===== src/rtl/ber_tally_pkg.sv =====
package ber_tally_pkg;
  // Index of each sticky flag inside the flag bank
  typedef enum int {
    FLG_BITS_WRAP = 0,
    FLG_ERRS_WRAP = 1,
    FLG_ERR_SEEN  = 2
  } flag_idx_e;

  localparam int NUM_FLAGS = 3;
  localparam int NUM_CNTS  = 2;

  // Rising-edge test used by the snapshot detector
  function automatic logic rise_of(input logic cur, input logic prev);
    return cur && !prev;
  endfunction

  // Next sticky value: a set wins over a read clear
  function automatic logic sticky_next(input logic cur, input logic set, input logic clr);
    return set ? 1'b1 : (clr ? 1'b0 : cur);
  endfunction
endpackage


===== src/rtl/ber_snap_edge.sv =====
module ber_snap_edge
  import ber_tally_pkg::*;
(
  input  logic clk,
  input  logic rst_n,
  input  logic req,
  output logic edge_pulse
);
  logic prev_q;

  assign edge_pulse = rise_of(req, prev_q);

  // prev resets high: a request held through reset is not an edge
  always_ff @(posedge clk) begin
    if (!rst_n) prev_q <= 1'b1;
    else        prev_q <= req;
  end

  AST_ONE_SNAP_PER_HIGH: assert property (@(posedge clk) disable iff (!rst_n)
    edge_pulse |=> !edge_pulse);
  AST_NO_EDGE_WHILE_HIGH: assert property (@(posedge clk) disable iff (!rst_n)
    ($past(req) && req) |-> !edge_pulse);
endmodule


===== src/rtl/ber_run_counter.sv =====
module ber_run_counter #(
  parameter int W = 32
) (
  input  logic         clk,
  input  logic         rst_n,
  input  logic         inc,
  input  logic         snap,
  output logic [W-1:0] held_q,
  output logic         wrap_evt
);
  logic [W-1:0] run_q;
  logic [W:0]   nxt;

  // Increment with carry out; carry marks a wrap past all-ones
  function automatic logic [W:0] step(input logic [W-1:0] v, input logic i);
    return {1'b0, v} + (W+1)'(i);
  endfunction

  assign nxt      = step(run_q, inc);
  assign wrap_evt = nxt[W] && !snap;

  always_ff @(posedge clk) begin
    if (!rst_n) begin
      run_q  <= '0;
      held_q <= '0;
    end else if (snap) begin
      held_q <= run_q;
      run_q  <= {{(W-1){1'b0}}, inc};
    end else begin
      run_q  <= nxt[W-1:0];
    end
  end

  AST_IDLE_FROZEN: assert property (@(posedge clk) disable iff (!rst_n)
    (!inc && !snap) |=> $stable(run_q));
  AST_SNAP_TAKES_PRIOR: assert property (@(posedge clk) disable iff (!rst_n)
    snap |=> held_q == $past(run_q));
  AST_HELD_ONLY_ON_SNAP: assert property (@(posedge clk) disable iff (!rst_n)
    !snap |=> $stable(held_q));
  AST_RESTART_VALUE: assert property (@(posedge clk) disable iff (!rst_n)
    snap |=> run_q == {{(W-1){1'b0}}, $past(inc)});
  AST_WRAP_TO_ZERO: assert property (@(posedge clk) disable iff (!rst_n)
    wrap_evt |=> run_q == '0);
endmodule


===== src/rtl/ber_sticky_flag.sv =====
module ber_sticky_flag
  import ber_tally_pkg::*;
(
  input  logic clk,
  input  logic rst_n,
  input  logic set,
  input  logic clr,
  output logic flag_q
);
  always_ff @(posedge clk) begin
    if (!rst_n) flag_q <= 1'b0;
    else        flag_q <= sticky_next(flag_q, set, clr);
  end

  AST_SET_WINS: assert property (@(posedge clk) disable iff (!rst_n)
    set |=> flag_q);
  AST_READ_CLEARS: assert property (@(posedge clk) disable iff (!rst_n)
    (clr && !set) |=> !flag_q);
  AST_HOLDS_UNTIL_READ: assert property (@(posedge clk) disable iff (!rst_n)
    (flag_q && !clr) |=> flag_q);
endmodule


===== src/rtl/ber_tally.sv =====
module ber_tally
  import ber_tally_pkg::*;
#(
  parameter int CNT_W = 32
) (
  input  logic             clk,
  input  logic             rst_n,
  input  logic             rx_hold,
  input  logic             in_lock,
  input  logic             miss_bit,
  input  logic             snap_pin,
  input  logic             snap_ctl,
  input  logic             flag_rd,
  output logic [CNT_W-1:0] held_bits,
  output logic [CNT_W-1:0] held_errs,
  output logic             bits_wrap,
  output logic             errs_wrap,
  output logic             err_seen
);
  logic                count_en;
  logic                bit_inc;
  logic                err_inc;
  logic                snap_evt;
  logic [NUM_CNTS-1:0] inc_vec;
  logic [NUM_CNTS-1:0] wrap_vec;
  logic [CNT_W-1:0]    held_arr [NUM_CNTS];
  logic [NUM_FLAGS-1:0] set_vec;
  logic [NUM_FLAGS-1:0] flag_vec;

  assign count_en = !rx_hold && in_lock;
  assign bit_inc  = count_en;
  assign err_inc  = count_en && miss_bit;
  assign inc_vec  = {err_inc, bit_inc};

  ber_snap_edge u_edge (
    .clk        (clk),
    .rst_n      (rst_n),
    .req        (snap_pin | snap_ctl),
    .edge_pulse (snap_evt)
  );

  for (genvar g = 0; g < NUM_CNTS; g++) begin : g_cnt
    ber_run_counter #(.W(CNT_W)) u_cnt (
      .clk      (clk),
      .rst_n    (rst_n),
      .inc      (inc_vec[g]),
      .snap     (snap_evt),
      .held_q   (held_arr[g]),
      .wrap_evt (wrap_vec[g])
    );
  end

  assign set_vec[FLG_BITS_WRAP] = wrap_vec[0];
  assign set_vec[FLG_ERRS_WRAP] = wrap_vec[1];
  assign set_vec[FLG_ERR_SEEN]  = err_inc;

  for (genvar f = 0; f < NUM_FLAGS; f++) begin : g_flag
    ber_sticky_flag u_flag (
      .clk    (clk),
      .rst_n  (rst_n),
      .set    (set_vec[f]),
      .clr    (flag_rd),
      .flag_q (flag_vec[f])
    );
  end

  assign held_bits = held_arr[0];
  assign held_errs = held_arr[1];
  assign bits_wrap = flag_vec[FLG_BITS_WRAP];
  assign errs_wrap = flag_vec[FLG_ERRS_WRAP];
  assign err_seen  = flag_vec[FLG_ERR_SEEN];

  AST_ERR_NEEDS_BIT: assert property (@(posedge clk) disable iff (!rst_n)
    err_inc |-> bit_inc);
  AST_SEEN_AFTER_ERR: assert property (@(posedge clk) disable iff (!rst_n)
    err_inc |=> err_seen);
  AST_ERR_WRAP_NEEDS_BIT_PROGRESS: assert property (@(posedge clk) disable iff (!rst_n)
    wrap_vec[1] |-> bit_inc);
endmodule


===== config.mk =====
export PLATFORM = sky130hd
export DESIGN_NAME = ber_tally
export DESIGN_NICKNAME = d
export VERILOG_FILES = /design/src/rtl/ber_tally_pkg.sv /design/src/rtl/ber_snap_edge.sv /design/src/rtl/ber_run_counter.sv /design/src/rtl/ber_sticky_flag.sv /design/src/rtl/ber_tally.sv
export SDC_FILE = /design/constraint.sdc
export NUM_CORES = 1
export LEC_CHECK = 0
export BUFFER_PORTS_ARGS = -buffer_cell sky130_fd_sc_hd__buf_2
export CORE_ASPECT_RATIO = 1.25
export CORE_MARGIN = 10
export CORE_UTILIZATION = 55
export CTS_BUF_LIST = sky130_fd_sc_hd__clkbuf_8
export DETAILED_ROUTE_END_ITERATION = 12
export PLACE_DENSITY = 0.77
export SLEW_MARGIN = 10
export SYNTH_ARGS = -nofsm -noshare
export SYNTH_HDL_FRONTEND = slang
export SYNTH_SLANG_ARGS = --single-unit

===== constraint.sdc =====
create_clock -name clk -period 2.9 [get_ports clk]
set_input_delay 0.29 -clock clk [delete_from_list [all_inputs] [get_ports clk]]
set_output_delay 0.29 -clock clk [all_outputs]
set_load 0.02 [all_outputs]

# Yosys cells after proc, flatten, opt, wreduce, memory -nomap -nowiden
# Index checks and enable logic that the tools add are counted.
[classes]
addsub = 2
mux = 6
bitwise = 2
reduce_logical = 12
[op_table]
columns = ["cell", "count"]
rows = [
  ["32-bit by 1-bit adder with 33-bit output", 2],
  ["1-bit two-way mux", 6],
  ["2-bit nonzero test", 3],
  ["1-bit logical AND", 5],
  ["1-bit logical NOT", 3],
  ["2-bit OR reduction", 1],
  ["1-bit NOT", 1],
  ["1-bit bitwise OR", 1],
]
[totals]
register_bits = 132
in_bits = 8
out_inout_bits = 67
word_cells = 32

# Depth between registers and ports, before layout
[depth]
ltp_word = 6
ltp_mapped = 11
depth_no_buf = 9

# Hierarchy
# From an unflattened synthesis, not the netlist that was laid out.
[hier_totals]
cells_unflattened = 585
hier_area_um2 = 5730.5
[modules_own_cells]
columns = ["module", "n_inst", "cells_per_inst", "area_per_inst_um2", "seq_area_each_um2"]
rows = [
  ["ber_run_counter", 2, 285, 2772.7, 1281.2],
  ["ber_sticky_flag", 3, 3, 41.3, 20.0],
  ["ber_snap_edge", 1, 3, 40.0, 20.0],
  ["ber_tally", 1, 3, 21.3, 0.0],
]

# Least setup slack after synthesis
# Ideal clock, no wire load.
[synth_timing]
path_type = "input -> register"
start = "input port in_lock"
end = "register g_cnt[1].u_cnt.run_q[28]"
setup_time_ns = 0.071
arrival_ns = 2.306
required_ns = 2.829
path_slack_ns = 0.523
path_stages = 10
n_path_buf = 1
cell_sequence = "nor2b_1 -> nand2_1 -> inv_1 -> ha_1 -> ha_1 -> nand3_1 -> or3_1 -> buf_2 -> or4_1 -> a21oi_1"
[synth_via]
elab_chain_cells = 3
[synth_lines]
columns = ["item", "line_no", "text"]
rows = [
  ["start, declared", "ber_tally.sv:9", "input logic in_lock,"],
  ["1-bit logical AND", "ber_tally.sv:30", "assign count_en = !rx_hold && in_lock;"],
  ["1-bit logical AND", "ber_tally.sv:32", "assign err_inc = count_en && miss_bit;"],
  ["via err_inc", "ber_tally.sv:22", "logic err_inc;"],
  ["32-bit by 1-bit adder with 33-bit output", "ber_run_counter.sv:16", "return {1'b0, v} + (W+1)'(i);"],
  ["end signal, assigned", "ber_run_counter.sv:28", "run_q <= {{(W-1){1'b0}}, inc};"],
  ["end signal, assigned", "ber_run_counter.sv:30", "run_q <= nxt[W-1:0];"],
  ["end, declared", "ber_run_counter.sv:11", "logic [W-1:0] run_q;"],
]
# The timed path passes the listed nets, and every way through them passes these cells.
# A chain may end at the register's enable or synchronous reset.

# Worst setup path in the final report
[layout_timing]
start = "input port rx_hold"
end = "register g_cnt[1].u_cnt.run_q[30]"
[layout_via]
elab_chain_cells = 4
[layout_lines]
columns = ["item", "line_no", "text"]
rows = [
  ["start, declared", "ber_tally.sv:8", "input logic rx_hold,"],
  ["1-bit logical NOT", "ber_tally.sv:30", ""],
  ["1-bit logical AND", "ber_tally.sv:30", ""],
  ["1-bit logical AND", "ber_tally.sv:32", ""],
  ["via err_inc", "ber_tally.sv:22", ""],
  ["32-bit by 1-bit adder with 33-bit output", "ber_run_counter.sv:16", ""],
]
# The timed path passes the listed nets, and every way through them passes these cells.

==> flow_summary.ini <==
[detailed_routing]
drt_iter0_markers = 188
wirelength_mm = 12.1
drc_errors = 0
vias = 4654
wire_per_inst_um = 14.6
drtAntennaViolNets = 0
firstDrtPassIters = 4
avgViaCountPerCell = 5.59

[power]
total_power_uw = 3380
ir_drop_mv = 0.302
power_switching_uw = 712
internal_power_uw = 2670
p_sw_share_pct = 21.1
comb_power_share_pct = 2.5
powerDensity_nw_per_um2 = 542
seq_power_share_pct = 53.8
power.leakage_uw = 0.00223
power_frac_clock_pct = 43.6

[placed_design]
post-dp-hpwl_mm = 8.10
gp_congestion = 0.772
io_buffers = 74
dpl.cell_count = 804

[setup_path]
crit_required_ns = 3.26
end_kind = flop
max_stage_delay_ns = 0.57
critical_path_class = primary input to flop
r2r_cells = 6
cp_common_cell = ha_1
cpMaxStageDelayCell = or4_1
critical_path.top_delay_family = simple AND/OR/NAND/NOR gates
cp.buffers_inverters = 2
arrival_ns = 2.62
path_max_fanout = 16
path_cells = buf_2 -> nor2b_1 -> nand2_1 -> inv_1 -> ha_1 -> ha_1 -> nand3_1 -> or3_1 -> or4_1 -> a21oi_1
startpoint_type = primary input
path_depth = 10

[die]
chipWidth_um = 109
initial_core_util_pct = 56.3
die_h_um = 131
rows = 40
ios = 75
core-area_um2 = 9660
dieArea_um2 = 14300

[global_routing]
grt_pass1_wl_mm = 20.4
antenna_found_initial = 0
grt_max_degree = 74
grt_pass1_vias = 4526
grt.total_usage_pct = 17.3
overflow = 0

[yosys]
synth-main-ff-cell = dfxtp_1
synthDominantCellAreaShare_pct = 48.6
yosys_warnings = 0
yosysSeqAreaShare_pct = 48.6
syn_avg_cell_area_um2 = 8.51
yosysTopAreaCell = dfxtp_1
synth_area_um2 = 5440
synth_edf_count = 0
synth_area_leaders = dfxtp_1 49%, nand2_1 11%, a21boi_0 9.1%
syn_nets = 651
ys_async_sr_fraction_pct = 0
ys_ff_latch = 132
synthCells = 639
synth_cell_types = 31

[clock_tree]
cts_hold_buf = 0
insertion_delay_ns = 0.43
cts_root_buf = clkbuf_8
cts.clk_slew.worst_paths_ns = 0.07
cts.sinks = 132
post_cts_resized = 0
cts_made_buffers = 17
max-clock-path-buffers = 2
cts_tree = done
post-cts-setup-buffers = 0
htreeDepth = 4

[timing]
slew_headroom_pct = 54.9
drv_slew = 0
finalSetupViolations = 0
worst_hold_slack_ns = 0.133
tns_ns = 0
worst_pin_slew_ns = 0.677
finClkSkew_ns = 0.00345
period_minus_slack_ns = 2.25
hold_viol = 0
rsz0062_at_grt = no
max_freq_ghz = 0.444
min_period_over_period_pct = 77.7

[worst_hold_path]
whs_path_depth = 3
hold_class = primary input to flop

[outcome]
status = finished, final reports clean

[final_layout]
nNetsFinal = 709
final_cells = 833
area_growth_pct = 14.7
diodes = 0
utilization_pct = 64.5
drive_gt1_share_pct = 15.8
final_cell_mix = 153 x nand2_1, 132 x dfxtp_1, 74 x buf_2, 66 x a21boi_0, 34 x a21oi_1
mostFrequentLayoutCell = nand2_1
fill_cells = 842

[flow_run]
cap_violations = 0
==> through the flow <==
stage	cell area [µm²]	worst slack [ns]
after floorplan	5440	0.523
after global placement	5860	0.357
after detailed placement	5860	0.207
after CTS	6230	0.658
after global routing	6230	0.413
final	6230	0.647
==> routing by layer <==
| layer | GRT usage, % | share of wire [%] | vias to the layer above |
|---|---|---|---|
| met4 | 6.09 | 1.3 | 0 |
| met5 | 0 | 0 | - |
| met2 | 29.4 | 50 | 96 |
| met3 | 6.70 | 7.2 | 18 |
| li1 | - | - | 2340 |
| met1 | 19.0 | 41 | 2200 |
==> registers in the layout, indices dropped and copies added (netlist names) <==
| register | count |
|---|---|
| g_cnt.u_cnt.held_q | 64 |
| u_edge.prev_q | 1 |
| g_cnt.u_cnt.run_q | 64 |
| g_flag.u_flag.flag_q | 3 |
==> tightest hold or removal path, stage by stage <==
cell and delay (ns):
buf_2 0.11, nor2_1 0.08, nand2_1 0.06
==> cell families (layout without fill, tap and decap cells) <==
kind of cell / Yosys count / count (layout) / synth area share (%)
xor gates and xnor gates: 26 / 26 / 4.19
and+or+nand+nor: 288 / 288 / 25.3
AOI/OAI and AO/OA: 138 / 138 / 17.1
DFF: 132 / 132 / 48.6
adders and majority gates: 4 / 4 / 0.921
buffers and inverters: 51 / 119 / 3.91
==> final cells by class <==
| cell class | count | area (µm²) | share of cell area (%) |
|---|---|---|---|
| sequential | 132 | 2640 | 42.4 |
| timing repair buffer | 81 | 423 | 6.78 |
| tap | 126 | 158 | 2.53 |
| inverter | 9 | 33.8 | 0.542 |
| clock buffer | 21 | 289 | 4.64 |
| clock inverter | 8 | 86.3 | 1.38 |
| multi-input combinational | 456 | 2600 | 41.7 |
==> final timing paths <==
kind         slack, ns                        end                 startpoint
max               0.65   g_cnt[1].u_cnt.run_q[30]                    rx_hold
max reg2reg       0.68   g_cnt[1].u_cnt.run_q[30]    g_cnt[1].u_cnt.run_q[0]
min               0.13              u_edge.prev_q                   snap_pin
min reg2reg       0.46  g_cnt[1].u_cnt.held_q[10]  g_cnt[1].u_cnt.held_q[10]
==> Yosys cell counts, types with 2 or more instances <==
master / instances
a21boi_0: 66
a21oi_1: 34
and2_1: 3
and3_1: 8
and4_1: 6
buf_1: 3
buf_2: 5
buf_6: 2
clkbuf_1: 32
dfxtp_1: 132
ha_1: 4
inv_1: 9
nand2_1: 154
nand3_1: 19
nand4_1: 17
nor2_1: 28
nor3_1: 5
nor4_1: 5
o21ai_0: 9
o31ai_1: 27
or3_1: 10
or4_1: 28
xnor2_1: 13
xor2_1: 13
==> power groups by stage <==
stage               Sequential [µW]  Clock, µW  Combinational [µW]
floorplan                      1860          0                60.0
global placement               1860          0                84.5
detailed placement             1860          0                86.8
CTS                            1820       1500                86.8
global route                   1820       1570                95.1
finish                         1820       1480                85.4
(Power assumes the default switching activity.)
